$ cat src/rtl/rxt_pkg.sv
package rxt_pkg;
  // Number of responses for a byte count, payload of 2**pay_log2 bytes.
  function automatic logic [31:0] resp_count(input logic [31:0] bytes,
                                             input int unsigned pay_log2);
    logic [31:0] round_up;
    round_up = (32'd1 << pay_log2) - 32'd1;
    return (bytes + round_up) >> pay_log2;
  endfunction
endpackage

$ cat src/rtl/rxt_slot.sv
module rxt_slot #(
  parameter int CNT_W = 11
) (
  input  logic             clk,
  input  logic             rst_n,
  input  logic             load,
  input  logic [CNT_W-1:0] load_val,
  input  logic             dec,
  output logic [CNT_W-1:0] cnt,
  output logic             active,
  output logic             retire
);
  logic [CNT_W-1:0] cnt_nxt;
  logic             cnt_en;

  always_comb begin
    cnt_nxt = cnt;
    cnt_en  = 1'b0;
    if (load) begin
      cnt_nxt = load_val;
      cnt_en  = 1'b1;
    end else if (dec && (cnt != '0)) begin
      cnt_nxt = cnt - 1'b1;
      cnt_en  = 1'b1;
    end
  end

  always_ff @(posedge clk or negedge rst_n) begin
    if (!rst_n)      cnt <= '0;
    else if (cnt_en) cnt <= cnt_nxt;
  end

  assign active = (cnt != '0);
  assign retire = dec && !load && (cnt == {{(CNT_W-1){1'b0}}, 1'b1});
endmodule

$ cat src/rtl/rxt_pick.sv
module rxt_pick #(
  parameter int NUM_IDS = 8,
  parameter int ID_W    = 3
) (
  input  logic [NUM_IDS-1:0] used,
  output logic               any_free,
  output logic [ID_W-1:0]    pick_id
);
  always_comb begin
    any_free = 1'b0;
    pick_id  = '0;
    for (int i = NUM_IDS - 1; i >= 0; i--) begin
      if (!used[i]) begin
        any_free = 1'b1;
        pick_id  = ID_W'(i);
      end
    end
  end
endmodule

$ cat src/rtl/rdma_xfer_tracker.sv
module rdma_xfer_tracker #(
  parameter int NUM_IDS  = 8,
  parameter int SIZE_W   = 16,
  parameter int PAY_LOG2 = 6,
  localparam int ID_W    = (NUM_IDS > 1) ? $clog2(NUM_IDS) : 1,
  localparam int CNT_W   = SIZE_W - PAY_LOG2 + 1
) (
  input  logic              clk,
  input  logic              rst_n,
  input  logic              alloc_valid,
  input  logic [SIZE_W-1:0] alloc_size,
  output logic              alloc_ok,
  output logic [ID_W-1:0]   alloc_id,
  output logic              alloc_busy,
  input  logic              done_valid,
  input  logic [ID_W-1:0]   done_id,
  output logic              cmpl_valid,
  output logic [ID_W-1:0]   cmpl_id,
  output logic              err_sticky,
  input  logic [ID_W-1:0]   rd_addr,
  output logic [CNT_W-1:0]  rd_cnt,
  output logic              rd_active
);
  logic [NUM_IDS-1:0] active_vec;
  logic [NUM_IDS-1:0] retire_vec;
  logic [NUM_IDS-1:0] hit_vec;
  logic [CNT_W-1:0]   cnt_arr [NUM_IDS];
  logic               any_free;
  logic [ID_W-1:0]    pick_id;
  logic [31:0]        need_full;
  logic [CNT_W-1:0]   need_cnt;
  logic               bad_done;
  logic               cmpl_valid_nxt;
  logic [ID_W-1:0]    cmpl_id_nxt;
  logic               err_nxt;
  logic               err_en;

  rxt_pick #(.NUM_IDS(NUM_IDS), .ID_W(ID_W)) u_pick (
    .used     (active_vec),
    .any_free (any_free),
    .pick_id  (pick_id)
  );

  assign need_full  = rxt_pkg::resp_count(32'(alloc_size), PAY_LOG2);
  assign need_cnt   = need_full[CNT_W-1:0];
  assign alloc_busy = !any_free;
  assign alloc_ok   = alloc_valid && any_free && (alloc_size != '0);
  assign alloc_id   = pick_id;

  for (genvar g = 0; g < NUM_IDS; g++) begin : g_slot
    logic load_g;
    assign hit_vec[g] = done_valid && (done_id == ID_W'(g));
    assign load_g     = alloc_ok && (pick_id == ID_W'(g));
    rxt_slot #(.CNT_W(CNT_W)) u_slot (
      .clk      (clk),
      .rst_n    (rst_n),
      .load     (load_g),
      .load_val (need_cnt),
      .dec      (hit_vec[g] && active_vec[g]),
      .cnt      (cnt_arr[g]),
      .active   (active_vec[g]),
      .retire   (retire_vec[g])
    );
  end

  assign bad_done = done_valid && ((hit_vec & active_vec) == '0);

  always_comb begin
    cmpl_valid_nxt = |retire_vec;
    cmpl_id_nxt    = done_id;
    err_nxt        = 1'b1;
    err_en         = bad_done;
  end

  always_ff @(posedge clk or negedge rst_n) begin
    if (!rst_n) begin
      cmpl_valid <= 1'b0;
      cmpl_id    <= '0;
    end else begin
      cmpl_valid <= cmpl_valid_nxt;
      cmpl_id    <= cmpl_id_nxt;
    end
  end

  always_ff @(posedge clk or negedge rst_n) begin
    if (!rst_n)      err_sticky <= 1'b0;
    else if (err_en) err_sticky <= err_nxt;
  end

  assign rd_cnt    = cnt_arr[rd_addr];
  assign rd_active = active_vec[rd_addr];
endmodule

$ cat config.mk
export PLATFORM = sky130hd
export DESIGN_NAME = rdma_xfer_tracker
export DESIGN_NICKNAME = d
export VERILOG_FILES = /design/src/rtl/rxt_pkg.sv /design/src/rtl/rxt_slot.sv /design/src/rtl/rxt_pick.sv /design/src/rtl/rdma_xfer_tracker.sv
export SDC_FILE = /design/constraint.sdc
export NUM_CORES = 1
export LEC_CHECK = 0
export CORE_MARGIN = 2
export CORE_UTILIZATION = 55
export DETAILED_ROUTE_END_ITERATION = 6
export GPL_TIMING_DRIVEN = 0
export PLACE_DENSITY = 0.75
export SLEW_MARGIN = 20
export SYNTH_ARGS = -nofsm -noshare
export SYNTH_HDL_FRONTEND = slang
export SYNTH_HIERARCHICAL = 1
export SYNTH_SLANG_ARGS = --single-unit
$ cat constraint.sdc
create_clock -name clk -period 3.3 [get_ports clk]
set_clock_uncertainty 0.1 [all_clocks]
set_input_delay 0.66 -clock clk [delete_from_list [all_inputs] [get_ports clk]]
set_output_delay 0.66 -clock clk [all_outputs]
set_load 0.005 [all_outputs]
After elaboration in Yosys (flattened, before gate mapping)
Index checks and enable logic that the tools add are counted.
{"block": "word_totals", "reg_bits": 93, "inputBits": 26, "out_inout_bits": 22, "wordCells": 188}
{"block": "classes", "add_sub_neg": 9, "n_lt_le_gt_ge": 2, "eq_ne": 22, "n_mux": 53, "n_bitwise": 2, "reduce_logical": 89}
{"operator": "11-bit 2-to-1 mux", "count": 18}
{"operator": "11-bit by 1-bit equality test with 1-bit output (second input constant)", "count": 8}
{"operator": "11-bit nonzero test", "count": 8}
{"operator": "11-bit by 1-bit subtractor with 11-bit output (second input constant)", "count": 8}
{"operator": "1-bit logical AND", "count": 51}
{"operator": "11-bit binary-select mux with 3-bit select", "count": 1}
{"operator": "1-bit 2-to-1 mux", "count": 25}
{"operator": "3-bit equality test (second input constant)", "count": 8}
{"operator": "3-bit 2-to-1 mux", "count": 8}
{"operator": "16-bit by 6-bit adder with 17-bit output (second input constant)", "count": 1}
{"operator": "2-bit AND reduction", "count": 8}
{"operator": "16-bit nonzero test", "count": 1}
{"operator": "2-bit nonzero test", "count": 8}
{"operator": "3-bit by 2-bit equality test with 1-bit output (second input constant)", "count": 4}
{"operator": "1-bit logical NOT", "count": 9}
{"operator": "8-bit bitwise AND", "count": 1}
{"operator": "8-bit logical NOT", "count": 1}
{"operator": "8-bit OR reduction", "count": 1}
{"operator": "3-bit by 1-bit equality test with 1-bit output (second input constant)", "count": 2}
{"operator": "3-bit logical NOT", "count": 2}
{"operator": "4-bit >= comparator (second input constant)", "count": 1}
{"operator": "3-bit by 4-bit less-than comparator with 1-bit output (second input constant)", "count": 1}
{"operator": "3-bit inverter with 4-bit output", "count": 1}
{"operator": "1-bit binary-select mux with 3-bit select", "count": 1}

Logic depth before layout (Yosys ltp)
Gate-level depths: netlist of run 1.
{"block": "depth", "ltp_word": 16, "depth_mapped": 16, "depth_no_buf": 15}

Hierarchy
Netlist of run 1, hierarchy kept.
{"module": "rxt_slot (g_slot[0].u_slot ...)", "instances": 5, "cells_each": 80, "area_per_inst_um2": 714.4, "seq_area_each_um2": 275.3}
{"module": "rxt_slot (g_slot[5].u_slot ...)", "instances": 3, "cells_each": 82, "area_per_inst_um2": 750.7, "seq_area_each_um2": 275.3}
{"module": "rdma_xfer_tracker", "instances": 1, "cells_each": 126, "area_per_inst_um2": 1423.9, "seq_area_each_um2": 125.1}
{"module": "rxt_pick", "instances": 1, "cells_each": 16, "area_per_inst_um2": 78.8, "seq_area_each_um2": 0.0}

Least setup slack after synthesis of run 1
Ideal clock, no wire load.
{"block": "synth_timing", "path_type": "register to register", "from": "register g_slot[0].u_slot.cnt[7]", "to": "register cmpl_valid", "setup_time_ns": 0.129, "arrival_time_ns": 2.802, "required_ns": 3.071, "setup_slack_ns": 0.270, "path_stages_with_launch": 16, "path_buffers": 1, "synth_period_minus_slack_ns": 3.030, "path_cell_list": "dfrtp_1 -> nor4_4 -> and4b_4 -> inv_1 -> nand2_1 -> nor2_1 -> nand2_1 -> nand2_1 -> nor2_1 -> o21ai_0 -> nor3b_1 -> clkbuf_1 -> nor4bb_1 -> and3_2 -> nor4_1 -> nand2_1"}
{"block": "synth_via", "elab_chain_cells": 9}
{"element": "start, declared", "line_no": "rxt_slot.sv:9", "text": "output logic [CNT_W-1:0] cnt,"}
{"element": "start signal, assigned", "line_no": "rxt_slot.sv:30", "text": "else if (cnt_en) cnt <= cnt_nxt;"}
{"element": "11-bit nonzero test", "line_no": "rxt_slot.sv:33", "text": "assign active = (cnt != '0);"}
{"element": "named net active_vec[0]", "line_no": "rdma_xfer_tracker.sv:24", "text": "logic [NUM_IDS-1:0] active_vec;"}
{"element": "1-bit 2-to-1 mux", "line_no": "rxt_pick.sv:13", "text": "if (!used[i]) begin"}
{"element": "named net any_free", "line_no": "rdma_xfer_tracker.sv:28", "text": "logic any_free;"}
{"element": "1-bit logical AND (2 in series)", "line_no": "rdma_xfer_tracker.sv:47", "text": "assign alloc_ok = alloc_valid && any_free && (alloc_size != '0);"}
{"element": "1-bit logical AND", "line_no": "rdma_xfer_tracker.sv:53", "text": "assign load_g = alloc_ok && (pick_id == ID_W'(g));"}
{"element": "named net g_slot[1].load_g", "line_no": "rdma_xfer_tracker.sv:51", "text": "logic load_g;"}
{"element": "1-bit logical NOT", "line_no": "rxt_slot.sv:34", "text": "assign retire = dec && !load && (cnt == {{(CNT_W-1){1'b0}}, 1'b1});"}
{"element": "1-bit logical AND (2 in series)", "line_no": "rxt_slot.sv:34"}
{"element": "named net retire_vec[1]", "line_no": "rdma_xfer_tracker.sv:25", "text": "logic [NUM_IDS-1:0] retire_vec;"}
{"element": "8-bit OR reduction", "line_no": "rdma_xfer_tracker.sv:69", "text": "cmpl_valid_nxt = |retire_vec;"}
{"element": "named net cmpl_valid_nxt", "line_no": "rdma_xfer_tracker.sv:33", "text": "logic cmpl_valid_nxt;"}
{"element": "end signal, assigned", "line_no": "rdma_xfer_tracker.sv:80", "text": "cmpl_valid <= cmpl_valid_nxt;"}
{"element": "end, declared", "line_no": "rdma_xfer_tracker.sv:17", "text": "output logic cmpl_valid,"}
The timed path passes the listed nets, and every way through them passes these cells.
A chain may end at the register's enable or synchronous reset.

Worst setup path after layout of run 1
{"block": "layout_timing", "from": "register g_slot[7].u_slot.cnt[6]", "to": "register cmpl_valid"}
{"block": "layout_via", "elab_chain_cells": 16}
{"element": "start, declared", "line_no": "rxt_slot.sv:9"}
{"element": "start signal, assigned", "line_no": "rxt_slot.sv:30"}
{"element": "11-bit nonzero test (*)", "line_no": "rxt_slot.sv:33"}
{"element": "named net active_vec[7]", "line_no": "rdma_xfer_tracker.sv:24"}
{"element": "branches (longest 10 deep; another with 3-bit 2-to-1 mux)"}
{"element": "1-bit logical AND (*)", "line_no": "rdma_xfer_tracker.sv:53"}
{"element": "named net g_slot[7].load_g", "line_no": "rdma_xfer_tracker.sv:51"}
{"element": "1-bit logical NOT (*)", "line_no": "rxt_slot.sv:34"}
{"element": "1-bit logical AND (*) (2 in series)", "line_no": "rxt_slot.sv:34"}
{"element": "named net retire_vec[7]", "line_no": "rdma_xfer_tracker.sv:25"}
{"element": "8-bit OR reduction (*)", "line_no": "rdma_xfer_tracker.sv:69"}
{"element": "named net cmpl_valid_nxt", "line_no": "rdma_xfer_tracker.sv:33"}
Mark *: on every way through the listed nets, which the timed path passes.

==> flow_metrics.tcl, run 1 <==
set metrics [dict create \
    final_core_util_pct 69.39 \
    synth-edff-count 0 \
    fin_nets 943 \
    route.detailed.drc 0 \
    worstPathCellList "nor4_4 -> nand4_1 -> nand2_1 -> a31oi_1 -> nor2_2 -> o2111ai_4 -> nor2_2 -> clkbuf_2 -> clkbuf_2 -> nor3_1 -> nor4_1 -> nand2_1" \
    drive_gt1_share_pct 27.40 \
    crit_type "reg2reg" \
    first_global_vias 6661 \
    clk_path_buf_depth 2 \
    drt_wl_total_um 24070 \
    cp.required_ns 3.41 \
    synthDistinctLibCells 58 \
    ios 48 \
    syn_to_final_growth_pct 24.42 \
    port-buffer-count 45 \
    fin_crit_sh_pct 103.0 \
    overflow 0 \
    hold_violations 0 \
    worst_pin_slew_ns 1.069 \
    slew_headroom_pct 28.50 \
    dpl.hpwl_um 16780 \
    synth_area_per_cell_um2 9.298 \
    synth-async-reset-ratio_pct 100.0 \
    synth_seq_cells 93 \
    placementRows 42 \
    critPathLaunchType "register" \
    cp_max_fo 10 \
    drt_first_pass_iters 6 \
    violations "setup timing" \
    root_buffer "clkbuf_16" \
    pre_cts_ws_ns -0.7652 \
    grt_pass1_wl_um 36540 \
    antenna_found_initial 0 \
    run_status "complete, but fails checks" \
    hold_path.class "in2async" \
    mostFrequentLayoutCells "nand2_1 (86), dfrtp_1 (62), buf_4 (62)" \
    fin_setup_tns_ns -0.1811 \
    slowest_stage "dfrtp_2" \
    finalPower_mw 6.999 \
    grt_use_total_pct 33.22 \
    syn_area_mm2 0.007327 \
    ys_warn_count 6 \
    ys_seq_area_share_pct 31.76 \
    slowest_delay_ns 0.46 \
    fin_ws_ns -0.09791 \
    final_common_cell "nand2_1" \
    finalMaxSlewViolations 0 \
    clk_latency_ns 0.35 \
    leakage_nw 3.686 \
    end_kind "register" \
    postCtsHoldBufs 0 \
    grt_max_degree 75 \
    antenna_left 0 \
    cpLargestDelayFamily "simple AND/OR/NAND/NOR gates" \
    fin_crit_ns 3.398 \
    die_height_um 119.4 \
    rsz0062_at_grt "true" \
    viasPerCell 6.678 \
    fmax_ghz 0.2943 \
    numCtsBuffers 9 \
    cts_tree "done" \
    maxCapViolations 0 \
    initial_core_util_pct 55.77 \
    setup_violations 2 \
    worstPathArrival_ns 3.51 \
    synthFlopType "dfrtp_1" \
    p_per_area_mw_per_mm2 767.7 \
    via_count 7219 \
    wl_per_cell_um 22.26 \
    die-area_mm2 0.01426 \
    coreArea_mm2 0.01314 \
    chipWidth_um 119.4 \
    critPathBufInv 2 \
    drt_iter0_markers 1057 \
    path_clk_slew_ns 0.07 \
    clock-sinks 93 \
    max-vdd-ir-drop_mv 0.4231 \
    htreeDepth 3 \
    gp_congestion 0.9423 \
    n_antenna_cell 0 \
    synth.net_count 830 \
    stdcell_count 1081 \
    synthCells 788 \
    placedCellCount 1012 \
]
-- layer usage --
layer	GRT usage, %	vias up	wire [µm]
met5	0	-	0
met4	10.88	0	804
met3	9.483	69	2609
met2	49.32	430	10610
met1	46.95	3513	10050
li1	-	3207	-
-- state kept, by name (all words and copies together), names as in the netlist --
name / flops
err_sticky: 1
g_slot.u_slot/cnt: 88
cmpl_id: 3
cmpl_valid: 1
-- cell families after synthesis --
| kind of cell | share of synthesized area [%] |
|---|---|
| AO/OA/AOI/OAI | 17.78 |
| XOR/XNOR | 2.510 |
| adder cells (fa/ha/maj) | 2.732 |
| buffers and inverters | 4.389 |
| flip-flops | 31.76 |
| multiplexers | 12.86 |
| AND/OR/NAND/NOR | 27.97 |
-- synth_stat cells (all sizes together) (6+ instances only) --
cell type | instances | area share, %
or2 | 18 | 1.7
a211o | 8 | 1.1
o31ai | 8 | 0.82
buf | 8 | 0.91
or3 | 10 | 0.85
xor2 | 6 | 0.72
a31oi | 14 | 1.2
nor3b | 10 | 1.0
a21oi | 38 | 2.6
o21ai | 47 | 3.2
nor4 | 26 | 3.9
ha | 16 | 2.7
mux2 | 15 | 2.3
mux4 | 24 | 8.5
xnor2 | 15 | 1.8
nand2 | 89 | 4.6
dfrtp | 93 | 32
a221o | 16 | 2.2
nor2b | 9 | 0.77
nor3 | 30 | 2.1
nand3 | 30 | 2.0
a2bb2oi | 10 | 1.2
a211oi | 8 | 0.82
inv | 46 | 2.4
and3 | 16 | 1.5
a311oi | 9 | 1.8
nand4 | 8 | 0.68
nor2 | 60 | 3.1
or4b | 8 | 1.5
mux2i | 15 | 2.0
clkbuf | 22 | 1.1
nand3b | 10 | 1.0
-- timing repair --
item | CTS | global route
setup buffers | 29 | 25
setup endpoints to repair | 95 | 71
cloned | 0 | 0
pin swaps | 16 | 15
resized for setup | 79 | 46
-- worst register-to-register path: stages (launching register included) --
cell and delay (ns):
dfrtp_2 0.46, nor4_4 0.33, nand4_1 0.33, nand2_1 0.23, a31oi_1 0.13, nor2_2 0.27
o2111ai_4 0.23, nor2_2 0.24, clkbuf_2 0.21, clkbuf_2 0.25, nor3_1 0.12, nor4_1 0.23
nand2_1 0.12
-- worst paths after layout --
kind                       slack (ns)  depth (start not counted)               startpoint                       to
max                              -0.1                         12  g_slot[7].u_slot/cnt[6]               cmpl_valid
min                              0.05                          1                    rst_n  g_slot[7].u_slot/cnt[5]
max reg2reg                      -0.1                         12  g_slot[7].u_slot/cnt[6]               cmpl_valid
min reg2reg                      0.36                          1               err_sticky               err_sticky
max in group asynchronous        2.37                          2                    rst_n  g_slot[0].u_slot/cnt[4]
min in group clk                 0.36                          1               err_sticky               err_sticky
-- metrics by stage --
step                hold slack (ns)  cell area (µm²)
detailed placement           0.3461             8102
finish                      0.04703             9116
global placement             0.3452             7998
CTS                         0.04702             8812
floorplan                    0.2644             7327
global route                0.05366             9116
-- final cells by class --
| type | count | area [µm²] |
|---|---|---|
| buffer | 30 | 186.4 |
| clock buffer | 14 | 274.0 |
| clock inverter | 1 | 5.005 |
| fill | 1027 | 4021 |
| inverter | 46 | 191.4 |
| multi-input combinational | 619 | 4966 |
| sequential | 93 | 2366 |
| tap | 176 | 220.2 |
| timing repair buffer | 102 | 907.1 |
-- where the power goes --
part           internal [mW]  leakage [nW]  switching [mW]  total (mW)
sequential              1.62          1.13           0.859        2.48
combinational           1.77          2.41            1.73        3.50
clock                  0.569         0.139           0.445        1.01
total                   3.96          3.69            3.03        7.00
No activity file was read; power rests on OpenSTA's default activity.
==> run 2: changes to the inputs <==
--- a/config.mk
+++ b/config.mk
@@ -6,10 +6,10 @@
 export NUM_CORES = 1
 export LEC_CHECK = 0
 export CORE_MARGIN = 2
-export CORE_UTILIZATION = 55
+export CORE_UTILIZATION = 23
 export DETAILED_ROUTE_END_ITERATION = 6
 export GPL_TIMING_DRIVEN = 0
-export PLACE_DENSITY = 0.75
+export PLACE_DENSITY = 0.38
 export SLEW_MARGIN = 20
 export SYNTH_ARGS = -nofsm -noshare
 export SYNTH_HDL_FRONTEND = slang
==> flow_metrics.tcl, run 2 (same netlist as run 1, synthesis figures left out) <==
set metrics [dict create \
    antenna_found_initial 0 \
    grt_max_degree 57 \
    die_height_um 182.5 \
    cp_max_fo 8 \
    grt_use_total_pct 17.15 \
    placementRows 65 \
    hold_violations 0 \
    switching_share_pct 42.98 \
    cpLargestDelayFamily "simple AND/OR/NAND/NOR gates" \
    numCtsBuffers 9 \
    worstPathArrival_ns 3.46 \
    die-area_mm2 0.03330 \
    ios 48 \
    path_clk_slew_ns 0.07 \
    p_int_mw 4.169 \
    drt_first_pass_iters 5 \
    place_area_mm2 0.008452 \
    pwr-share-seq_pct 33.9 \
    stdcell_area_mm2 0.009649 \
    cp.required_ns 3.41 \
    critPathBufInv 2 \
    drive_gt1_share_pct 29.85 \
    pre_cts_ws_ns -1.050 \
    max-vdd-ir-drop_mv 0.2825 \
    top_regs "g_slot.u_slot/cnt (88), cmpl_id (3)" \
    top_register "g_slot.u_slot/cnt" \
    cts_tree "done" \
    fin_ws_ns -0.05674 \
    wl_per_cell_um 21.36 \
    run_status "complete, but fails checks" \
    antenna_left 0 \
    coreArea_mm2 0.03147 \
    chipWidth_um 182.5 \
    clk_path_buf_depth 2 \
    slowest_delay_ns 0.46 \
    timing.rr.start "g_slot[2].u_slot/cnt[3]" \
    leakage_nw 3.795 \
    setup_violations 2 \
    rsz0062_at_grt "true" \
    crit_start "g_slot[2].u_slot/cnt[3]" \
    pwr-share-comb_pct 49.7 \
    drt_iter0_markers 500 \
    placedCellCount 1242 \
    crit_type "reg2reg" \
    largest_reg_flops 88 \
    worst_pin_slew_ns 0.8659 \
    fin_nets 955 \
    final-seq-area_mm2 0.002366 \
    end_kind "register" \
    reg2reg_depth 13 \
    mostFrequentLayoutCells "nand2_1 (86), buf_4 (73), dfrtp_1 (62)" \
    worstPathCellList "nor4_4 -> and4b_4 -> clkinvlp_4 -> nand2_4 -> a31oi_1 -> nor2_2 -> o2111ai_4 -> nor3b_2 -> buf_6 -> nor4bb_1 -> and3_2 -> nor4_4 -> nand2_1" \
    grt_pass1_wl_um 42680 \
    htreeDepth 3 \
    via_count 6925 \
    route.detailed.drc 0 \
    multi_input_area_mm2 0.005015 \
    final_common_cell "nand2_1" \
    hold_path.class "in2async" \
    slowest_stage "dfrtp_2" \
    viasPerCell 5.246 \
    fmax_ghz 0.2979 \
    root_buffer "clkbuf_16" \
    gp_congestion 0.8445 \
    rr_endpoint "cmpl_valid" \
    finalPower_mw 7.312 \
    p_sw_mw 3.143 \
    clock_power_share_pct 16.4 \
    finalMaxSlewViolations 0 \
    dpl.hpwl_um 20560 \
    clk_latency_ns 0.36 \
    syn_to_final_growth_pct 31.69 \
    critPathLaunchType "register" \
    first_global_vias 6571 \
    postCtsHoldBufs 0 \
    maxCapViolations 0 \
    clock-sinks 93 \
    drt_wl_total_um 28190 \
    cpMostUsedCell "nor4_4" \
    n_antenna_cell 0 \
    p_per_area_mw_per_mm2 757.8 \
    fin_crit_ns 3.357 \
    r2r_slack_ns -0.06 \
    port-buffer-count 45 \
    violations "setup timing" \
    overflow 0 \
    initial_core_util_pct 23.28 \
    fill_cells 3259 \
    fin_crit_sh_pct 101.7 \
    stdcell_count 1320 \
    slew_headroom_pct 42.22 \
]
[run 2: changes by cell type in the layout (fill, tap and decap cells not counted), sizes merged]
cell | before | now
buf | 72 | 93
clkbuf | 31 | 21
dlygate4sd2 | 0 | 3
bufinv | 0 | 2
dlymetal6s2s | 2 | 0
clkdlybuf4s15 | 1 | 0
clkdlybuf4s50 | 40 | 39
clkinv | 1 | 2
[run 2: metal layers]
layer	GRT usage (%)	wire [µm]	vias to the layer above	share of wire, %
met3	2.455	1387	19	4.9
met1	25.40	13830	3474	49
met4	4.516	375	0	1.3
met5	0	0	-	0
li1	-	-	3238	-
met2	25.95	12590	194	45
[run 2: timing repair]
action                                  4_1_cts  5_1_grt
buffers inserted                             40       25
endpoints found under the hold margin         0        0
endpoints found under the setup margin      105       56
gates resized for setup                      98       59
pin swaps                                    20       23
[run 2: area by class of cell]
type                            instances  share of cell area, %
Buffer                                 27                  2.114
Clock buffer                           12                  2.658
Clock inverter                          4                 0.7261
Inverter                               46                  1.984
Multi-Input combinational cell        619                  51.97
Sequential cell                        93                  24.52
Tap cell                              402                  5.213
Timing Repair Buffer                  117                  10.81
[run 2: worst max path at each step]
stage / to / slack (ns) / cells past startpoint
global placement: g_slot[2].u_slot/cnt[6] / -2.83 / 1
finish: cmpl_valid / -0.06 / 13
floorplan: cmpl_valid / 0.27 / 15
detailed placement: cmpl_valid / -1.05 / 14
global route: cmpl_valid / -0.16 / 14
CTS: cmpl_valid / -0.13 / 14
[run 2: power groups by stage]
stage	registers, mW	logic (mW)	clock network (mW)
6_report	2.48	3.63	1.20
5_1_grt	2.56	3.98	1.29
4_1_cts	2.47	3.43	1.25
3_5_place_dp	2.47	2.96	0
3_3_place_gp	2.49	2.95	0
2_1_floorplan	2.12	2.10	0
[run 2: through the flow]
step / hold WS, ns / TNS (ns) / utilization, %
5_1_grt: 0.1348 / -0.7161 / 30.66
6_report: 0.1047 / -0.06520 / 30.66
4_1_cts: 0.1129 / -0.1259 / 29.68
2_1_floorplan: 0.2644 / 0 / -
3_5_place_dp: 0.3572 / -50.09 / 26.85
3_3_place_gp: 0.3546 / -321.63 / 26.31
